==> src/rtl/irq_bank_pkg.sv <==
package irq_bank_pkg;
  timeunit 1ns;
  timeprecision 1ps;

  localparam int unsigned LINE_COUNT     = 32;
  localparam int unsigned DATA_W         = 32;
  localparam int unsigned ADDR_W         = 4;
  localparam int unsigned PRIO_BITS      = 3;
  localparam int unsigned BYTE_W         = 8;
  localparam int unsigned LINES_PER_WORD = DATA_W / BYTE_W;
  localparam int unsigned IDX_W          = $clog2(LINE_COUNT);
  localparam int unsigned PRIO_WORDS     = LINE_COUNT / LINES_PER_WORD;
  localparam int unsigned PW_W           = $clog2(PRIO_WORDS);
  localparam int unsigned LOW_BITS       = BYTE_W - PRIO_BITS;

  // word offsets; the priority window base fixes the line-to-byte mapping
  localparam int unsigned OFS_EN_SET  = 0;
  localparam int unsigned OFS_EN_CLR  = 1;
  localparam int unsigned OFS_PD_SET  = 2;
  localparam int unsigned OFS_PD_CLR  = 3;
  localparam int unsigned OFS_ACTIVE  = 4;
  localparam int unsigned PRIO_BASE   = 8;

  typedef enum logic [2:0] {
    RD_NONE,
    RD_ENABLE,
    RD_PENDING,
    RD_ACTIVE,
    RD_PRIO
  } rdKind_e;

  typedef struct packed {
    logic            enSet;
    logic            enClr;
    logic            pdSet;
    logic            pdClr;
    logic            prioWr;
    logic [PW_W-1:0] prioWord;
    rdKind_e         rdKind;
    logic            ackStb;
    logic [IDX_W-1:0] ackIdx;
    logic            doneStb;
    logic [IDX_W-1:0] doneIdx;
  } bankStrobes_t;
endpackage

==> src/rtl/irq_bank_ctrl.sv <==
module irq_bank_ctrl
  import irq_bank_pkg::*;
(
  input  logic              busSel,
  input  logic              busWrite,
  input  logic [ADDR_W-1:0] busAddr,
  input  logic              ackValid,
  input  logic [IDX_W-1:0]  ackLine,
  input  logic              doneValid,
  input  logic [IDX_W-1:0]  doneLine,
  output bankStrobes_t      stb
);
  timeunit 1ns;
  timeprecision 1ps;

  logic wrHit;
  logic rdHit;
  logic inPrio;

  assign wrHit  = busSel && busWrite;
  assign rdHit  = busSel && !busWrite;
  assign inPrio = (busAddr >= ADDR_W'(PRIO_BASE)) &&
                  ({1'b0, busAddr} < (ADDR_W + 1)'(PRIO_BASE + PRIO_WORDS));

  always_comb begin
    stb          = '0;
    stb.rdKind   = RD_NONE;
    stb.prioWord = PW_W'(busAddr - ADDR_W'(PRIO_BASE));
    stb.ackStb   = ackValid;
    stb.ackIdx   = ackLine;
    stb.doneStb  = doneValid;
    stb.doneIdx  = doneLine;
    if (inPrio) begin
      stb.prioWr = wrHit;
      if (rdHit) stb.rdKind = RD_PRIO;
    end else begin
      case (busAddr)
        ADDR_W'(OFS_EN_SET): begin
          stb.enSet = wrHit;
          if (rdHit) stb.rdKind = RD_ENABLE;
        end
        ADDR_W'(OFS_EN_CLR): begin
          stb.enClr = wrHit;
          if (rdHit) stb.rdKind = RD_ENABLE;
        end
        ADDR_W'(OFS_PD_SET): begin
          stb.pdSet = wrHit;
          if (rdHit) stb.rdKind = RD_PENDING;
        end
        ADDR_W'(OFS_PD_CLR): begin
          stb.pdClr = wrHit;
          if (rdHit) stb.rdKind = RD_PENDING;
        end
        ADDR_W'(OFS_ACTIVE): begin
          if (rdHit) stb.rdKind = RD_ACTIVE;
        end
        default: stb.rdKind = RD_NONE;
      endcase
    end
  end
endmodule

==> src/rtl/irq_bank_datapath.sv <==
module irq_bank_datapath
  import irq_bank_pkg::*;
(
  input  logic                            clk,
  input  logic                            rstN,
  input  bankStrobes_t                    stb,
  input  logic [DATA_W-1:0]               busWdata,
  input  logic [LINE_COUNT-1:0]           irqLines,
  output logic [LINE_COUNT-1:0]           enable,
  output logic [LINE_COUNT-1:0]           pending,
  output logic [LINE_COUNT-1:0]           active,
  output logic [LINE_COUNT*PRIO_BITS-1:0] prioFlat,
  output logic [DATA_W-1:0]               rdData
);
  timeunit 1ns;
  timeprecision 1ps;

  logic [LINE_COUNT-1:0] irqPrev;
  logic [LINE_COUNT-1:0] irqRise;
  logic [LINE_COUNT-1:0] wrBits;
  logic [LINE_COUNT-1:0] ackMask;
  logic [LINE_COUNT-1:0] doneMask;
  logic [LINE_COUNT-1:0] enableNext;
  logic [LINE_COUNT-1:0] pendingNext;
  logic [LINE_COUNT-1:0] activeNext;
  logic [DATA_W-1:0]     prioWordData;

  assign wrBits   = busWdata[LINE_COUNT-1:0];
  assign irqRise  = irqLines & ~irqPrev;
  assign ackMask  = stb.ackStb  ? (LINE_COUNT'(1) << stb.ackIdx)  : '0;
  assign doneMask = stb.doneStb ? (LINE_COUNT'(1) << stb.doneIdx) : '0;

  always_comb begin
    enableNext = enable;
    if (stb.enSet) enableNext = enable | wrBits;
    if (stb.enClr) enableNext = enable & ~wrBits;
  end

  // clears first, then sets: a fresh request survives an acknowledge
  always_comb begin
    pendingNext = pending & ~ackMask;
    if (stb.pdClr) pendingNext = pendingNext & ~wrBits;
    pendingNext = pendingNext | irqRise;
    if (stb.pdSet) pendingNext = pendingNext | wrBits;
  end

  assign activeNext = (active & ~doneMask) | ackMask;

  always_ff @(posedge clk or negedge rstN) begin
    if (!rstN) begin
      enable  <= '0;
      pending <= '0;
      active  <= '0;
      irqPrev <= '0;
    end else begin
      enable  <= enableNext;
      pending <= pendingNext;
      active  <= activeNext;
      irqPrev <= irqLines;
    end
  end

  for (genvar g = 0; g < LINE_COUNT; g++) begin : gPrio
    localparam int unsigned WORD_IDX = g / LINES_PER_WORD;
    localparam int unsigned TOP_BIT  = (g % LINES_PER_WORD) * BYTE_W + BYTE_W - 1;
    logic [PRIO_BITS-1:0] level;
    always_ff @(posedge clk or negedge rstN) begin
      if (!rstN) level <= '0;
      else if (stb.prioWr && (stb.prioWord == PW_W'(WORD_IDX)))
        level <= busWdata[TOP_BIT -: PRIO_BITS];
    end
    assign prioFlat[g*PRIO_BITS +: PRIO_BITS] = level;
  end

  always_comb begin
    prioWordData = '0;
    for (int b = 0; b < LINES_PER_WORD; b++) begin
      prioWordData[b*BYTE_W +: BYTE_W] =
        {prioFlat[(int'(stb.prioWord) * LINES_PER_WORD + b) * PRIO_BITS +: PRIO_BITS],
         {LOW_BITS{1'b0}}};
    end
  end

  always_comb begin
    case (stb.rdKind)
      RD_ENABLE:  rdData = DATA_W'(enable);
      RD_PENDING: rdData = DATA_W'(pending);
      RD_ACTIVE:  rdData = DATA_W'(active);
      RD_PRIO:    rdData = prioWordData;
      default:    rdData = '0;
    endcase
  end
endmodule

==> src/rtl/irq_line_bank.sv <==
module irq_line_bank
  import irq_bank_pkg::*;
(
  input  logic                            clk,
  input  logic                            rstN,
  input  logic                            busSel,
  input  logic                            busWrite,
  input  logic [ADDR_W-1:0]               busAddr,
  input  logic [DATA_W-1:0]               busWdata,
  output logic [DATA_W-1:0]               busRdata,
  input  logic [LINE_COUNT-1:0]           irqLines,
  input  logic                            ackValid,
  input  logic [IDX_W-1:0]                ackLine,
  input  logic                            doneValid,
  input  logic [IDX_W-1:0]                doneLine,
  output logic [LINE_COUNT-1:0]           lineEnable,
  output logic [LINE_COUNT-1:0]           linePending,
  output logic [LINE_COUNT-1:0]           lineActive,
  output logic [LINE_COUNT*PRIO_BITS-1:0] linePrio
);
  timeunit 1ns;
  timeprecision 1ps;

  bankStrobes_t stb;

  irq_bank_ctrl i_ctrl (
    .busSel    (busSel),
    .busWrite  (busWrite),
    .busAddr   (busAddr),
    .ackValid  (ackValid),
    .ackLine   (ackLine),
    .doneValid (doneValid),
    .doneLine  (doneLine),
    .stb       (stb)
  );

  irq_bank_datapath i_datapath (
    .clk      (clk),
    .rstN     (rstN),
    .stb      (stb),
    .busWdata (busWdata),
    .irqLines (irqLines),
    .enable   (lineEnable),
    .pending  (linePending),
    .active   (lineActive),
    .prioFlat (linePrio),
    .rdData   (busRdata)
  );
endmodule

==> config.mk <==
export PLATFORM = sky130hd
export DESIGN_NAME = irq_line_bank
export DESIGN_NICKNAME = d
export VERILOG_FILES = /design/src/rtl/irq_bank_pkg.sv /design/src/rtl/irq_bank_ctrl.sv /design/src/rtl/irq_bank_datapath.sv /design/src/rtl/irq_line_bank.sv
export SDC_FILE = /design/constraint.sdc
export NUM_CORES = 1
export LEC_CHECK = 0
export BUFFER_PORTS_ARGS = -buffer_cell sky130_fd_sc_hd__buf_2
export CAP_MARGIN = 20
export CORE_MARGIN = 3
export CORE_UTILIZATION = 49
export CTS_BUF_LIST = sky130_fd_sc_hd__clkbuf_4 sky130_fd_sc_hd__clkbuf_8
export CTS_CLUSTER_DIAMETER = 80
export DETAILED_ROUTE_END_ITERATION = 16
export PLACE_DENSITY = 0.76
export SYNTH_ARGS = -nofsm -noshare
export SYNTH_HDL_FRONTEND = slang
export SYNTH_SLANG_ARGS = --single-unit
==> constraint.sdc <==
create_clock -name clk -period 1.8 [get_ports clk]
set_clock_uncertainty 0.1 [all_clocks]
set_input_delay 0.09 -clock clk [delete_from_list [all_inputs] [get_ports clk]]
set_output_delay 0.09 -clock clk [all_outputs]
set_load 0.03 [all_outputs]
After elaboration in Yosys (flattened, before gate mapping):

Cells that the tools add are included.

* memory bits (writable): 0
* input port bits: 84
* latch bits: 0
* output and inout bits: 224
* memories kept: 0
* logic and storage cells: 114
* ROM bits: 0
* register bits after elaboration: 224

* bitwise logic cells: 13
* magnitude comparators: 1
* multiply operators: 4
* shift-type cells: 6
* div/mod/pow operators: 0
* equal/unequal tests: 15
* reductions and logical operators: 16
* mux-type cells: 19
* add/subtract/negate cells: 4

Operators by type and width (count)
* 96-bit by 33-bit indexed part select with 3-bit output: 4
* 32-bit 2-to-1 mux: 6
* 32-bit bitwise AND: 5
* 32-bit NOT: 4
* 32-bit bitwise OR: 4
* 32-bit case mux with 4 select lines: 1
* 32-bit by 2-bit multiplier with 32-bit output, second input constant: 3
* 1-bit by 5-bit << shifter with 32-bit output, first input constant: 2
* 3-bit equality test, second input constant: 5
* 5-bit by 2-bit adder with 6-bit output, second input constant: 2
* 3-bit by 2-bit equality test with 1-bit output, second input constant: 4
* 1-bit logical AND: 10
* 3-bit case mux with 3 select lines: 1
* 4-bit by 2-bit equality test with 1-bit output, second input constant: 2
* 5-bit by 1-bit adder with 6-bit output, second input constant: 1
* 3-bit by 1-bit equality test with 1-bit output, second input constant: 2
* 1-bit 2-to-1 mux: 6
* 3-bit 2-to-1 mux: 2
* 3-bit by 2-bit multiplier with 5-bit output, second input constant: 1
* 4-bit by 1-bit equality test with 1-bit output, second input constant: 1
* 4-bit by 3-bit equality test with 1-bit output, second input constant: 1
* 4-bit >= comparator, second input constant: 1
* 4-bit zero test: 1
* 2-bit 2-to-1 mux: 2
* 6 further kinds: 7

Longest topological paths before layout:

* depth in word-level cells: 9
* gate-level depth with buffers: 6
* mapped depth without buffers: 3

Hierarchy:

A second synthesis with hierarchy kept.

* cell total of the unflattened synthesis: 1031
* area total of the unflattened synthesis: 11837.6 um^2

By module, submodules not included
* irq_bank_datapath: instances 1, area an instance 11634.9 um^2, cells an instance 1002, sequential area each 5605.4 um^2
* irq_bank_ctrl: instances 1, area an instance 202.7 um^2, cells an instance 29, sequential area each 0.0 um^2

Worst setup path after synthesis:

No wires, ideal clock.

* path type: in2out
* start point: input port busAddr[0]
* end point: output port busRdata[6]
* buffers on the path: 2
* stages on the path: 5
* data required time: 1.610 ns
* data arrival time: 1.483 ns
* setup slack: 0.127 ns
* cells stage by stage: buf_2 buf_2 mux4_2 nand2_1 o2111ai_1

* word-level cells in the longest chain between the ends: 6
* elaborated cells on any way between the ends: 18
* those cells by class: 1 x add/sub; 1 x mul; 1 x order compare; 8 x eq/ne; 1 x shift; 3 x mux; 3 x reduce/logical

Ends and longest elaborated chain
* from (decl): RTL line irq_line_bank.sv:8 `input logic [ADDR_W-1:0] busAddr,`
* branches (longest 5 deep; another with 3-bit by 2-bit multiplier with 5-bit output)
* 32-bit case mux with 4 select lines (*): RTL line irq_bank_datapath.sv:85 `case (stb.rdKind)`
* to (decl): RTL line irq_line_bank.sv:10 `output logic [DATA_W-1:0] busRdata,`

Mark *: on every way between the ends.

Final worst setup path:

* start point: register i_datapath.gPrio[27].level[0]
* end point: output port busRdata[29]

* word-level cells in the longest chain between the ends: 2

Ends and longest elaborated chain
* from (decl): RTL line irq_bank_datapath.sv:66 `logic [PRIO_BITS-1:0] level;`
* from (signal assigned): RTL line irq_bank_datapath.sv:70 `level <= busWdata[TOP_BIT -: PRIO_BITS];`
* 96-bit by 33-bit indexed part select with 3-bit output: RTL line irq_bank_datapath.sv:79 `{prioFlat[(int'(stb.prioWord) * LINES_PER_WORD + b) * PRIO_BITS +: PRIO_BITS],`
* 32-bit case mux with 4 select lines: RTL line irq_bank_datapath.sv:85

No other way between the ends.

==> parameters.txt <==
Parameter                              Value

Timing
  Final max-slew violation count ... 0
  Maximum clock frequency ... 485 MHz
  Slew margin rel. ... 66.5%
  Period utilisation layout ... 114%
  Final worst-path setup slack ... -0.260 ns
  Final Hold Viols ... 0
  Setup repair after global routing missed its margin ... true
  Worst Hold Margin ... 0.0367 ns
  Least-Margin Pin Slew ... 0.503 ns
  Minimum period implied by the final worst setup slack ... 2.06 ns
  Total negative slack for setup checks ... -2.38 ns
  Final number of setup-violating endpoints ... 12

Place
  RD Place Congestion ... 0.856
  Number of buffers inserted by port buffering ... 307
  Total half-perimeter wirelength after legalization and detailed placement ... around 25000 um
  Count of placed standard cells including taps ... 1430

Floorplanning
  Count of standard-cell rows ... 53
  I/O Pins ... just over 300
  Die Y-Extent ... 154 um
  Horizontal die dimension ... 154 um
  Floorplan die area ... 23600 um2
  Initial core utilization ... between 50% and 60%
  Core region area ... about 21000 um2

Route
  Vias per inst ... 5.84
  Number of iterations in the first detailed-routing pass ... 7
  Via count ... 9724
  Remaining routing DRC violations ... 0
  Number of nets still failing antenna checks after routing ... 0
  Detailed-route wire length per cell ... 23.3 um
  Detailed-route wire length ... 38700 um
  DRT iter0 DRCs ... 691

Worst setup path
  CP cell instances ... mux4_2 -> nand2_2 -> o2111ai_4 -> buf_6
  Number of cells on the worst reg-to-reg path ... 4
  Slack of the worst reg-to-reg path ... about 0.16 ns
  Worst reg2reg path endpoint ... i_datapath.pending[11]
  Critical Path RT ... between 1.5 and 2 ns
  Worst path max stage delay ... around 0.52 ns
  Kind of end point of the critical path ... output pin
  Gate family responsible for the most delay along the worst path ... multiplexers
  Critical-path cell with the highest stage delay ... sky130_fd_sc_hd__mux4_2
  Crit path kind ... flip-flop to output pin
  Setup crit start kind ... flip-flop
  CP Data Arrival Time ... 1.87 ns
  Worst r2r src ... i_datapath.pending[11]
  Critical path fanouts, max ... 3
  Worst path buffer plus inverter count ... 1

Layout
  Multi-input gate area in the final layout ... 4810 um2
  Layout area overhead ... 44.3%
  Post-Route Utilization ... between 70% and 80%
  Sequential Area ... 5610 um2
  Number of standard cells in the final layout excluding fillers ... 1665
  Share of layout cells above drive strength 1 ... 47.4%
  Filler cell count ... 1495
  Nets ... 1449

Yosys
  Xor/xnor cell area share of the yosys netlist ... 0%
  Dominant combinational cell family by area after synthesis ... multiplexers
  Area contributors post-synth ... sky130_fd_sc_hd__dfrtp_1 53%, sky130_fd_sc_hd__mux2_2 8.9%, sky130_fd_sc_hd__mux2i_1 6.0%, sky130_fd_sc_hd__mux4_2 5.1%, sky130_fd_sc_hd__nand2_1 3.1%
  Cell taking the most area after synthesis ... sky130_fd_sc_hd__dfrtp_1
  Number of nets produced by synthesis ... 960
  Flops & latches, synth ... between 200 and 250
  Synthesized-area fraction occupied by and/or/nand/nor cells ... 12.1%
  Total of warnings raised by yosys ... 0
  Mean Syn Cell Area ... 12.2 um2
  Portion of synthesized cell area occupied by the leading cell type ... 52.5%
  Leading cell type by number of instances after synthesis ... sky130_fd_sc_hd__dfrtp_1
  Count of distinct cell types in the synthesized netlist ... 45
  Most numerous cell types in the synthesized netlist ... 224 x sky130_fd_sc_hd__dfrtp_1, 87 x sky130_fd_sc_hd__nand2_1, 84 x sky130_fd_sc_hd__mux2_2, 64 x sky130_fd_sc_hd__mux2i_1, 40 x sky130_fd_sc_hd__clkbuf_1
  Fraction of the yosys area taken by sequential cells ... 52.5%
  Number of enable-type register cells in the synthesized netlist ... 0
  Instance count of the mapped netlist ... 876
  Proportion of register bits with asynchronous set or reset after synthesis ... 100%
  Mux contribution to synthesized area ... 21.5%
  Dominant synthesized flop cell ... sky130_fd_sc_hd__dfrtp_1
  Share of the synthesized area in compound gates (AO/OA/AOI/OAI) ... under 10%
  Synthesized-area fraction occupied by adder cells ... 0%
  Cell area after synthesis ... roughly 11000 um2

Outcome
  Result of the run ... finished with violations
  Failing checks ... negative setup slack

Clocking
  CTS clk-pin slew, worst paths ... 0.06 ns
  Number of buffers created by CTS ... 39
  Clock network latency to the later pin of the worst-skew pair ... 0.52 ns
  Buffer cell driving the clock tree root ... sky130_fd_sc_hd__clkbuf_8
  CTS tree ... built
  Count of H-tree levels built during CTS ... 2
  Longest Clk Path Bufs ... 3
  Count of clock tree sinks ... 224

Pwr
  Power density of the placed cells ... between 1000 and 1500 nW/um2
  Total power of the final layout ... 16.8 mW
  VDD IR max ... 0.864 mV
  Reg power frac ... between 30% and 40%
  Internal cell power ... 10.9 mW
  Clock Power Share ... 29.5%
  Sw frac ... 35.6%
  Switching power ... 5.99 mW
  Combinational power share ... 31.9%
  Leakage power ... 7.58 nW

Global route
  Met1 track demand over resource ... about 41%
  Total track usage ... 31.7%
  Pin count of the biggest net entering global routing ... 59
  Met3 track demand over resource ... 7.88%
  Global routing met2 resource utilization ... 53.2%
  Vias in the first global route ... 10035
  Initial antenna violation count ... 3
  Wire length of the first global-routing pass ... 59000 um
  Residual overflow from global routing ... 0
  Most Used Layer, Global Route ... met2

Hold path
  Hold Path Sink ... i_datapath.active[21]
  Worst Hold Class ... primary input to flip-flop
  Source of the worst hold timing path ... ackLine[2]
  Number of cells on the worst hold path ... 4

Flow run
  Max capacitance violation total ... 0
worst register-to-register path, delay by kind of cell (launching register included):
family                 cells  cell delay, ns
DFF                        1            0.42
buffers and inverters      2            0.65
AOI/OAI and AO/OA          2            0.35
layout by cell type, fill, tap and decap left out, drive strengths merged, types with 2 or more instances in the layout:
master / n
buf: 435
dfrtp: 224
mux2: 96
dlygate4sd3: 87
nand2: 87
mux2i: 64
clkbuf: 58
inv: 36
nor2b: 34
o21ai: 32
nand3: 32
a221o: 32
nand3b: 32
mux4: 24
o2bb2ai: 20
a21boi: 16
a32oi: 12
o2111ai: 12
nor2: 8
and3b: 4
nand4b: 4
nand2b: 4
a31oi: 4
clkinv: 4
nand4bb: 3
and4b: 3
nor3b: 3
and2: 2
nand4: 2
and4bb: 2
bufinv: 2
nor3: 2
cell families (layout without fill, tap and decap cells):
family	count (synthesis)	count (layout)
buf+inv	110	623
compound gates	128	128
other cells	0	1
mux	184	184
flops	224	224
simple gates	230	230
layer usage:
layer  vias to the layer above  share of wire (%)
li1                       4171                  -
met5                         -              0.054
met4                         4                3.3
met2                       564                 49
met1                      4872                 39
met3                       113                8.8
power groups by stage:
stage / Combinational (mW) / Sequential [mW] / Clock [mW]
floorplan: 1.32 / 7.99 / 0
global placement: 4.33 / 6.60 / 0
detailed placement: 4.41 / 6.63 / 0
CTS: 5.19 / 6.45 / 5.03
global route: 5.65 / 6.58 / 5.28
finish: 5.37 / 6.49 / 4.98
through the flow:
step	area (um2)	worst slack, ns
final	15400	-0.260
after global routing	15400	-0.297
after CTS	15200	-0.228
after detailed placement	12800	0.0662
after global placement	12800	0.0490
after floorplan	10700	0.127
worst max path at each step:
stage                                             start               endpoint  cells after the start
after CTS                  i_datapath.gPrio[3].level[0]           busRdata[29]                      4
after global routing      i_datapath.gPrio[31].level[0]           busRdata[29]                      4
after detailed placement                     busAddr[0]  i_datapath.pending[5]                      6
after global placement                       busAddr[0]           busRdata[29]                      6
final                     i_datapath.gPrio[27].level[0]           busRdata[29]                      4
after floorplan                              busAddr[0]            busRdata[6]                      5
area by class of cell:
class | instances | area share, %
Clock buffer | 58 | 4.78
Tap cell | 275 | 2.23
Timing Repair Buffer | 522 | 23.9
Sequential cell | 224 | 36.4
Inverter | 36 | 0.878
Multi-Input combinational cell | 542 | 31.2
Antenna cell | 1 | 0.0163
Clock inverter | 7 | 0.569
what timing repair did:
item                                   in CTS  in global routing
pin swaps                                  22                  5
hold buffers                               87                  0
resized for setup                          50                 12
setup buffers                              66                 16
setup endpoints to repair                  12                 12
endpoints found under the hold margin     441                  0
No activity file was read; power rests on OpenSTA's default activity.
